## config.mk

```make
export PLATFORM = sky130hd
export DESIGN_NAME = acc_core
export DESIGN_NICKNAME = d
export VERILOG_FILES = /design/src/rtl/acc_pkg.sv /design/src/rtl/acc_agen.sv /design/src/rtl/acc_alu.sv /design/src/rtl/acc_core.sv
export SDC_FILE = /design/constraint.sdc
export NUM_CORES = 1
export LEC_CHECK = 0
export BUFFER_PORTS_ARGS = -buffer_cell sky130_fd_sc_hd__buf_4
export CAP_MARGIN = 20
export CORE_ASPECT_RATIO = 0.7
export CORE_UTILIZATION = 45
export DETAILED_ROUTE_END_ITERATION = 10
export PLACE_DENSITY = 0.62
export SLEW_MARGIN = 20
export SYNTH_ARGS = -nofsm -noshare
export SYNTH_HDL_FRONTEND = slang
export SYNTH_HIERARCHICAL = 1
export SYNTH_SLANG_ARGS = --single-unit
```

## constraint.sdc

```tcl
create_clock -name clk -period 18.85 [get_ports clk]
set_input_delay 2.8275 -clock clk [delete_from_list [all_inputs] [get_ports clk]]
set_output_delay 2.8275 -clock clk [all_outputs]
set_load 0.02 [all_outputs]
```

## src/rtl/acc_pkg.sv

```systemverilog
// Shared definitions for the accumulator core: opcode table, condition
// codes, control states and ALU selects. Assumes 8-bit opcodes.
package acc_pkg;

    localparam int OP_W = 8;

    localparam logic [7:0] OP_LDA  = 8'h00;
    localparam logic [7:0] OP_LDX  = 8'h04;
    localparam logic [7:0] OP_LDL  = 8'h08;
    localparam logic [7:0] OP_STA  = 8'h0C;
    localparam logic [7:0] OP_STX  = 8'h10;
    localparam logic [7:0] OP_STL  = 8'h14;
    localparam logic [7:0] OP_ADD  = 8'h18;
    localparam logic [7:0] OP_SUB  = 8'h1C;
    localparam logic [7:0] OP_MUL  = 8'h20;
    localparam logic [7:0] OP_CMP  = 8'h28;
    localparam logic [7:0] OP_JEQ  = 8'h30;
    localparam logic [7:0] OP_JGT  = 8'h34;
    localparam logic [7:0] OP_JLT  = 8'h38;
    localparam logic [7:0] OP_JMP  = 8'h3C;
    localparam logic [7:0] OP_CALL = 8'h48;
    localparam logic [7:0] OP_RET  = 8'h4C;
    localparam logic [7:0] OP_DRD  = 8'hD8;
    localparam logic [7:0] OP_DWR  = 8'hDC;
    localparam logic [7:0] OP_DTST = 8'hE0;

    localparam logic [1:0] CC_LT = 2'b00;
    localparam logic [1:0] CC_EQ = 2'b01;
    localparam logic [1:0] CC_GT = 2'b10;

    typedef enum logic [2:0] {
        S_FETCH, S_DECODE, S_READ, S_EXEC, S_WRITE, S_DEVRD, S_DEVWR, S_HALT
    } state_t;

    typedef enum logic [1:0] {ALU_ADD, ALU_SUB, ALU_MUL} alu_sel_t;

endpackage

```

## src/rtl/acc_agen.sv

```systemverilog
// Target address generator: address field, offset by the index register
// when the index flag is set. Assumes the sum wraps modulo 2**ADDR_W.
module acc_agen #(
    parameter int ADDR_W = 15
) (
    input  logic [ADDR_W-1:0] field,
    input  logic              idx_en,
    input  logic [ADDR_W-1:0] idx,
    output logic [ADDR_W-1:0] target
);
    // Form the target address.
    always_comb begin
        target = field + (idx_en ? idx : '0);
    end
endmodule

```

## src/rtl/acc_alu.sv

```systemverilog
// Arithmetic unit: add, subtract, low half of multiply, and a signed
// compare code. Assumes two's complement operands of width W.
module acc_alu
    import acc_pkg::*;
#(
    parameter int W = 24
) (
    input  alu_sel_t       sel,
    input  logic [W-1:0]   a,
    input  logic [W-1:0]   b,
    output logic [W-1:0]   res,
    output logic [1:0]     cc
);
    logic [2*W-1:0] prod;

    // Select the arithmetic result; product truncated to W bits.
    always_comb begin
        prod = a * b;
        case (sel)
            ALU_SUB: res = a - b;
            ALU_MUL: res = prod[W-1:0];
            default: res = a + b;
        endcase
    end

    // Signed three-way comparison of a against b.
    always_comb begin
        if ($signed(a) < $signed(b))
            cc = CC_LT;
        else if (a == b)
            cc = CC_EQ;
        else
            cc = CC_GT;
    end
endmodule

```

## src/rtl/acc_core.sv

```systemverilog
// Multi-cycle accumulator core. Fetches 3-byte instructions a byte per
// cycle from a memory with one-cycle read latency, moves big-endian words
// a byte per cycle, and runs device test/read/write over a ready/valid
// port. Assumes WORD_W == 8 + 1 + ADDR_W and WORD_W a multiple of 8.
module acc_core
    import acc_pkg::*;
#(
    parameter int WORD_W = 24,
    parameter int ADDR_W = 15
) (
    input  logic              clk,
    input  logic              rst_n,
    output logic [ADDR_W-1:0] mem_addr,
    input  logic [7:0]        mem_rdata,
    output logic [7:0]        mem_wdata,
    output logic              mem_we,
    input  logic              dev_ready,
    input  logic              dev_valid,
    input  logic [7:0]        dev_rdata,
    output logic              dev_rd_req,
    output logic              dev_wr_valid,
    output logic [7:0]        dev_wdata,
    output logic              halt
);
    localparam int BYTES = WORD_W / 8;
    localparam int CNT_W = $clog2(BYTES + 1);
    localparam logic [CNT_W-1:0] CNT_LAST = CNT_W'(BYTES);
    localparam logic [CNT_W-1:0] CNT_WEND = CNT_W'(BYTES - 1);

    state_t            state;
    logic [CNT_W-1:0]  cnt;
    logic [WORD_W-1:0] acc, xr, lr, pc, ir, opnd, wbuf;
    logic [1:0]        cc;
    logic [ADDR_W-1:0] ta;

    logic [7:0]        op;
    logic              xflag;
    logic [ADDR_W-1:0] afield, ta_calc;
    alu_sel_t          asel;
    logic [WORD_W-1:0] alu_res;
    logic [1:0]        alu_cc;

    // Split the instruction register into its fields.
    always_comb begin
        op     = ir[WORD_W-1 -: OP_W];
        xflag  = ir[ADDR_W];
        afield = ir[ADDR_W-1:0];
    end

    acc_agen #(.ADDR_W(ADDR_W)) u_agen (
        .field (afield),
        .idx_en(xflag),
        .idx   (xr[ADDR_W-1:0]),
        .target(ta_calc)
    );

    // Pick the ALU operation from the opcode.
    always_comb begin
        case (op)
            OP_SUB:  asel = ALU_SUB;
            OP_MUL:  asel = ALU_MUL;
            default: asel = ALU_ADD;
        endcase
    end

    acc_alu #(.W(WORD_W)) u_alu (
        .sel(asel),
        .a  (acc),
        .b  (opnd),
        .res(alu_res),
        .cc (alu_cc)
    );

    // Drive the memory and device ports from the control state.
    always_comb begin
        mem_addr     = (state == S_FETCH) ? pc[ADDR_W-1:0] + ADDR_W'(cnt)
                                          : ta + ADDR_W'(cnt);
        mem_we       = (state == S_WRITE);
        mem_wdata    = wbuf[WORD_W-1 -: 8];
        dev_rd_req   = (state == S_DEVRD);
        dev_wr_valid = (state == S_DEVWR);
        dev_wdata    = acc[7:0];
        halt         = (state == S_HALT);
    end

    // Sequencer: fetch, decode, operand access, execute, device waits.
    always_ff @(posedge clk) begin
        if (!rst_n) begin
            state <= S_FETCH;
            cnt   <= '0;
            acc   <= '0;
            xr    <= '0;
            lr    <= '0;
            pc    <= '0;
            ir    <= '0;
            opnd  <= '0;
            wbuf  <= '0;
            cc    <= CC_LT;
            ta    <= '0;
        end else begin
            case (state)
                S_FETCH: begin
                    if (cnt != '0) ir <= {ir[WORD_W-9:0], mem_rdata};
                    if (cnt == CNT_LAST) begin
                        cnt   <= '0;
                        pc    <= pc + WORD_W'(BYTES);
                        state <= S_DECODE;
                    end else begin
                        cnt <= cnt + 1'b1;
                    end
                end
                S_DECODE: begin
                    ta    <= ta_calc;
                    state <= S_FETCH;
                    case (op)
                        OP_LDA, OP_LDX, OP_LDL, OP_ADD, OP_SUB, OP_MUL, OP_CMP:
                            state <= S_READ;
                        OP_STA: begin wbuf <= acc; state <= S_WRITE; end
                        OP_STX: begin wbuf <= xr;  state <= S_WRITE; end
                        OP_STL: begin wbuf <= lr;  state <= S_WRITE; end
                        OP_JMP: pc <= WORD_W'(ta_calc);
                        OP_JEQ: if (cc == CC_EQ) pc <= WORD_W'(ta_calc);
                        OP_JGT: if (cc == CC_GT) pc <= WORD_W'(ta_calc);
                        OP_JLT: if (cc == CC_LT) pc <= WORD_W'(ta_calc);
                        OP_CALL: begin
                            lr <= pc;
                            pc <= WORD_W'(ta_calc);
                        end
                        OP_RET:  pc <= lr;
                        OP_DTST: cc <= dev_ready ? CC_LT : CC_EQ;
                        OP_DRD:  state <= S_DEVRD;
                        OP_DWR:  state <= S_DEVWR;
                        default: state <= S_HALT;
                    endcase
                end
                S_READ: begin
                    if (cnt != '0) opnd <= {opnd[WORD_W-9:0], mem_rdata};
                    if (cnt == CNT_LAST) begin
                        cnt   <= '0;
                        state <= S_EXEC;
                    end else begin
                        cnt <= cnt + 1'b1;
                    end
                end
                S_EXEC: begin
                    case (op)
                        OP_LDA:  acc <= opnd;
                        OP_LDX:  xr  <= opnd;
                        OP_LDL:  lr  <= opnd;
                        OP_CMP:  cc  <= alu_cc;
                        default: acc <= alu_res;
                    endcase
                    state <= S_FETCH;
                end
                S_WRITE: begin
                    wbuf <= wbuf << 8;
                    if (cnt == CNT_WEND) begin
                        cnt   <= '0;
                        state <= S_FETCH;
                    end else begin
                        cnt <= cnt + 1'b1;
                    end
                end
                S_DEVRD: begin
                    if (dev_valid) begin
                        acc[7:0] <= dev_rdata;
                        state    <= S_FETCH;
                    end
                end
                S_DEVWR: begin
                    if (dev_ready) state <= S_FETCH;
                end
                default: state <= S_HALT;
            endcase
        end
    end


    halt_sticky_chk: assert property (@(posedge clk) disable iff (!rst_n)
        halt |=> halt);


    halt_no_write_chk: assert property (@(posedge clk) disable iff (!rst_n)
        halt |-> !mem_we);


    store_addr_seq_chk: assert property (@(posedge clk) disable iff (!rst_n)
        (mem_we && $past(mem_we)) |-> mem_addr == $past(mem_addr) + 1'b1);


    pc_step_chk: assert property (@(posedge clk) disable iff (!rst_n)
        (state == S_DECODE) |-> pc == $past(pc) + WORD_W'(BYTES));


    dev_wr_hold_chk: assert property (@(posedge clk) disable iff (!rst_n)
        (dev_wr_valid && !dev_ready) |=> (dev_wr_valid && $stable(dev_wdata)));


    dev_rd_upper_chk: assert property (@(posedge clk) disable iff (!rst_n)
        (state == S_DEVRD) |=> acc[WORD_W-1:8] == $past(acc[WORD_W-1:8]));


    cc_legal_chk: assert property (@(posedge clk) disable iff (!rst_n)
        cc != 2'b11);

endmodule

```

==> flow_summary.toml, run 1 <==
[status]
status = "finished clean"

[drt]
detail_route.wl_per_cell_um = 22.1
route.detailed.vias_per_inst = 5.89
drt_iter0_markers = 2359
detail-route-antenna-nets = 0
dr.pass1.iters = 6
total_via_count_in_the_routed_design = 20200
drcViolationCount = 0
total_routed_wirelength_um = 76000

[pwr]
power.share.sequential = 0.378
ir_drop_v = 0.0000643
switchingPower_uw = 458
power.share.clock = 0.318
power.density_cell_area_mw_per_mm2 = 50.1
power.share.combinational = 0.304
cell_internal_pwr_uw = 735
p_sw_frac = 0.384
power.leakage_nw = 10.4

[yosys]
synth-xor-area-share = 0.0348
synth_cells = 2815
synth_compound_area_frac = 0.167
synth_enable_flop_cells = 0
ys_seq_elements = 190
synthesis.nets = 3205
yosysUniqueCellTypes = 102
synthTopCellsByArea = "fa_1 19%, dfxtp_1 17%, ha_1 8.5%"
synth.top_cell.area_share = 0.194
syn_area_mm2 = 0.0224
share_of_synthesized_registers_carrying_an_async_set_or_reset = 0
post-synth-top-area-cell = "fa_1"
synth.yosys.seq_area_share = 0.170
yosys.area_share.simple = 0.196
post_synth_fa_ha_maj_area_fraction = 0.279
dominantRegCellSynth = "dfxtp_1"
synthesis.yosys.warnings = 6
syn_area_per_cell_um2 = 7.96
synth_top_family_by_area = "adder cells"
synth.mux.area_fraction = 0.0543

[setup_path]
timing.critical_path.mode_cell = "fa_1"
cp.required_ns = 19.22
crit_end_category = "flip-flop"
crit_buf_inv = 4
critical-path-max-stage-delay_ns = 0.94
worst-setup-path-type = "reg2reg"
total_number_of_cells_along_the_worst_setup_path = 24
reg2regPathDepth = 24
critPathMaxFanout = 19
critical-path-slowest-cell = "dfxtp_1"
cp_data_arrival_time_ns = 7.86
path_cells = "ha_1 -> fa_1 -> fa_1 -> inv_1 -> fa_1 -> fa_1 -> fa_1 -> inv_1 -> fa_1 -> inv_1 -> fa_1 -> inv_1 -> ha_1 -> or3_4 -> or3_1 -> a31oi_1 -> a21oi_1 -> nand4_1 -> o21ai_2 -> o41ai_4 -> xnor2_1 -> o221ai_2 -> mux2i_1 -> a211oi_1"
critical-path-top-delay-family = "adder cells"
cp-start-kind = "flip-flop"

[clock_tree]
insertion_delay_ns = 0.46
ctsRootBufferMaster = "clkbuf_16"
max-clock-path-buffers = 2
clk_transition_reported_paths_ns = 0.08
cts_setup_buffers = 0
cts-resized-gates = 0
ctsHtreeMaxLevel = 4
tritoncts = "built"
numClockSinks = 190
hold_buffers = 0
tritoncts.num_buffers = 17

[layout]
most-common-layout-cells = "360 x inv_1, 360 x nand2_1, 246 x nor2_1"
drive_above_1_share = 0.0737
finish.net_count = 3147
syn2layout_area_growth_pct = 6.37

[global_routing]
groute.usage.overall = 0.304
globalRouteOverflowTotal = 0
grt_pass1_wl_um = 118000
first_global_vias = 19900
number_of_antenna_violations_at_the_first_check_in_global_routing = 1
grt_max_degree = 89

[sta]
setup_viol = 0
final-hold-violation-count = 0
max_clock_freq_mhz = 134
slew_headroom = 0.251
final.period_utilization = 0.397
tightest_slew_ns = 1.12
finalClockSkew_ns = 0.00939
finalSetupTns_ns = 0
grt_setup_unrepaired = "no"
final_critical_path_setup_slack_ns = 11.36
timing.final.crit_period_ns = 7.49
slew_viol_final = 0

[placement]
portBuffers = 54
globalplace.congestion = 0.975
dp_hpwl_um = 56100
dpl_worst_slack_ns = 11.45

[die]
area_of_the_die_mm2 = 0.0507
die_y_um = 189
core-area_mm2 = 0.0492
floorplan.rows = 68
floorplan.io_pins = 55
fp.dieW_um = 269
initial_utilization = 0.456

[flow_run]
drv.max_cap_violation_count = 0

[worst_hold_path]
min_path_cells = 2
hp-class = "reg2reg"
## synthesized netlist by cell type, types with 9 or more instances
library cell,instances
buf_2,35
buf_4,17
inv_1,361
ha_1,153
a21oi_1,178
nand2_1,360
o21ai_0,60
mux2i_1,116
o22ai_1,26
nand3_1,32
and2_1,149
fa_1,217
a31oi_1,23
nor2_1,247
and3_1,14
a21oi_2,11
nor3_1,35
nand4_1,19
o211ai_1,9
xor2_1,30
a211oi_1,88
o21bai_1,10
or3_1,16
nand2b_1,14
o31ai_1,9
xnor2_1,59
a21o_1,22
dfxtp_1,190
clkbuf_1,122
a221oi_1,15
o21a_1,11
## cell families (layout without fill, tap and decap cells)
family | Yosys count | in the layout
other cells | 0 | 1
fa+ha+maj | 370 | 370
buf+inv | 550 | 504
mux | 121 | 121
compound gates | 555 | 555
xor+xnor | 89 | 89
simple gates | 940 | 940
flops | 190 | 190
## power groups by stage
stage,registers [mW],clock network [mW],logic (mW)
floorplan,0.441,0,0.257
global placement,0.458,0,0.346
detailed placement,0.459,0,0.351
CTS,0.449,0.382,0.352
global route,0.453,0.401,0.391
finish,0.451,0.379,0.363
## per-layer routing
metal  part of all wire  global-route usage  vias up
li1                   -                   -     9184
met1               0.47               0.471     9972
met2               0.40               0.414      963
met3               0.11              0.0766      111
met4              0.018              0.0719        0
met5                  0                   0        -
## worst min-delay path: stages (launching register included)
cell     delay [ns]
dfxtp_1        0.31
nand2_1        0.05
a21oi_1        0.05
## worst paths after layout
check	endpoint	from	slack, ns
worst max register to register	acc[23]	acc[8]	11.36
worst max-delay path	acc[23]	acc[8]	11.36
worst min-delay path	ta[0]	ta[0]	0.46
worst min register to register	ta[0]	ta[0]	0.46
## flip-flops by register name (all words and copies together), names as in the netlist
signal and cells:
cnt 2, xr 24, wbuf 24, state 3, opnd 24, ta 15
acc 24, cc 2, ir 24, pc 24, lr 24
## metrics by stage
| stage | util | cell area, µm² | power (mW) | std cells | hold slack [ns] |
|---|---|---|---|---|---|
| final | 0.485 | 23800 | 1.19 | 3435 | 0.457 |
| after global routing | 0.485 | 23800 | 1.24 | 3434 | 0.477 |
| after CTS | 0.485 | 23800 | 1.18 | 3434 | 0.460 |
| after detailed placement | 0.473 | 23200 | 0.809 | 3403 | 0.449 |
| after global placement | 0.473 | 23200 | 0.803 | 3403 | 0.448 |
| after floorplan | - | 22400 | 0.698 | 2815 | 0.436 |
## layout make-up
type | count | area, µm²
Inverter | 363 | 1370
Tap cell | 665 | 832
Multi-Input combinational cell | 2075 | 16400
Clock inverter | 14 | 159
Antenna cell | 1 | 2.50
Sequential cell | 190 | 3810
Fill cell | 4902 | 25300
Clock buffer | 17 | 425
Timing Repair Buffer | 110 | 826
(Power assumes the default switching activity.)
==> inputs of run 2 (changes only) <==
Settings changed: PLACE_DENSITY 0.62 to 0.64.
Clock period 18.85 ns to 6.32 ns, I/O delays scaled along.
==> run 2 against run 1 <==
The flow now finishes with violations (setup timing). Core utilization is 3.3 points higher. Sequential share of layout area shrank 0.84 points. Register-to-register slack worse by 12 ns. Critical path depth rose by 1. Global-route usage rose by 0.80 points. Routed wire length is 4.5% higher. Final area grew 6.9%. Setup slack worse by 12 ns. Maximum frequency up 15%. Count of clock-buffer cells in the layout rose by 3. Via count increased by 3.2%. Final cell count rose by 4.7%.
==> flow_summary.toml, run 2 (same netlist as run 1, synthesis figures left out) <==
[global_routing]
globalRouteOverflowTotal = 0
grt_max_degree = 93
use_met2 = 0.419
grt_pass1_wl_um = 120000
gr_util_met1 = 0.480
groute.usage.overall = 0.312
met3_usage = 0.0846
global_route.peak_usage_layer = "met1"
number_of_antenna_violations_at_the_first_check_in_global_routing = 2
first_global_vias = 19900

[setup_path]
worst-setup-path-type = "reg2reg"
worstReg2RegEnd = "acc[23]"
cp_data_arrival_time_ns = 6.90
crit_buf_inv = 5
r2r-start = "opnd[5]"
crit_end_category = "flip-flop"
critical-path-slowest-cell = "fa_1"
start_point_of_the_critical_path = "opnd[5]"
regToRegSetupSlack_ns = -0.21
cp.required_ns = 6.68
critical-path-top-delay-family = "adder cells"
critPathMaxFanout = 7
crit_end = "acc[23]"
reg2regPathDepth = 25
total_number_of_cells_along_the_worst_setup_path = 25
critical-path-max-stage-delay_ns = 0.54
cp-start-kind = "flip-flop"
timing.critical_path.mode_cell = "fa_1"

[clock_tree]
ctsHtreeMaxLevel = 4
clk_transition_reported_paths_ns = 0.08
numClockSinks = 190
ctsRootBufferMaster = "clkbuf_16"
tritoncts.num_buffers = 17
tritoncts = "built"
max-clock-path-buffers = 2
hold_buffers = 0
insertion_delay_ns = 0.46

[worst_hold_path]
hold_start = "ta[14]"
min_path_cells = 2
hp-class = "reg2reg"

[sta]
slew_viol_final = 0
final_critical_path_setup_slack_ns = -0.215
final_worst_hold_slack_ns = 0.460
grt_setup_unrepaired = "yes"
max_clock_freq_mhz = 153
setup_viol = 6
tightest_slew_ns = 1.20
final.period_utilization = 1.03
timing.final.crit_period_ns = 6.53
slew_headroom = 0.192
finalClockSkew_ns = 0.0149
final-hold-violation-count = 0

[status]
violations = "setup timing"
status = "finished with violations"

[drt]
drt_iter0_markers = 2344
detail-route-antenna-nets = 0
detail_route.wl_per_cell_um = 22.1
total_routed_wirelength_um = 79400
total_via_count_in_the_routed_design = 20900
dr.pass1.iters = 6
route.detailed.vias_per_inst = 5.81
drcViolationCount = 0

[die]
floorplan.rows = 68
fp.dieW_um = 269
area_of_the_die_mm2 = 0.0507
core-area_mm2 = 0.0492
floorplan.io_pins = 55
die_y_um = 189
initial_utilization = 0.456

[layout]
count_of_fill_cells_added_during_filler_insertion = 4757
final_design_area_no_fill_mm2 = 0.0255
multiInputGateArea_mm2 = 0.0167
layout.cells.non_filler = 3595
syn2layout_area_growth_pct = 13.7
final_core_util = 0.518
drive_above_1_share = 0.147
most-common-layout-cells = "355 x inv_1, 355 x nand2_1, 252 x buf_4"
regArea_mm2 = 0.00385
finish.net_count = 3304

[pwr]
power.leakage_nw = 11.3
ir_drop_v = 0.000163
post_route_total_power_mw = 3.60
power.density_cell_area_mw_per_mm2 = 141

[placement]
placed_cells_incl_taps = 3544
globalplace.congestion = 0.975
dp_hpwl_um = 62800
portBuffers = 54
dpl_cell_area_mm2 = 0.0244

[flow_run]
drv.max_cap_violation_count = 0
==> run 2: cell count changes in the layout (fill, tap and decap cells not counted), moves of 6 or more <==
cell     delta
buf_6      +10
ha_1        -6
fa_2        +9
dfxtp_2     +6
buf_4     +142
dfxtp_4    +11
fa_1        -9
dfxtp_1    -17
==> run 2: power by group <==
part           switching [mW]  total (mW)  internal, mW
clock network           0.567        1.16         0.594
registers               0.110        1.35          1.24
logic                   0.713        1.08         0.368
total                    1.39        3.60          2.21
==> run 2: worst min-delay path by stage <==
stage	to	slack [ns]
6_report	ta[14]	0.46
5_1_grt	ta[13]	0.48
4_1_cts	ta[1]	0.46
3_5_place_dp	ta[1]	0.45
3_3_place_gp	ta[14]	0.44
2_1_floorplan	ta[13]	0.44
==> run 2: worst reg2reg max path: cells and delay by family, from the launching register on <==
kind                       cells  cell delay (ns)
AOI/OAI and AO/OA              6             0.98
and+or+nand+nor                4             0.94
adders and majority gates      8             3.61
DFF                            1             0.33
xor gates and xnor gates       1             0.14
muxes                          1             0.10
buffers and inverters          5             0.32
==> run 2: through the flow <==
stage	worst slack, ns	TNS (ns)
after floorplan	0.00412	0
after global placement	-0.333	-1.06
after detailed placement	-0.379	-1.78
after CTS	-0.183	-0.415
after global routing	-0.469	-2.70
final	-0.215	-0.691
==> run 2: area by class of cell <==
cell class / count / share of cell area
Antenna cell: 3 / 0.000295
Clock buffer: 20 / 0.0183
Clock inverter: 12 / 0.00555
Inverter: 363 / 0.0536
Multi-Input combinational cell: 2075 / 0.656
Sequential cell: 190 / 0.151
Tap cell: 665 / 0.0327
Timing Repair Buffer: 267 / 0.0826
==> run 2: routing by layer <==
layer  wire length [µm]  part of all wire
met5                 91            0.0011
met2              31500              0.40
met4               2010             0.025
met3               8670              0.11
met1              37200              0.47
==> run 2: timing repair <==
action	CTS	global route
setup endpoints to repair	9	10
buffers inserted	9	7
pin swaps	19	31
gates resized for setup	50	44
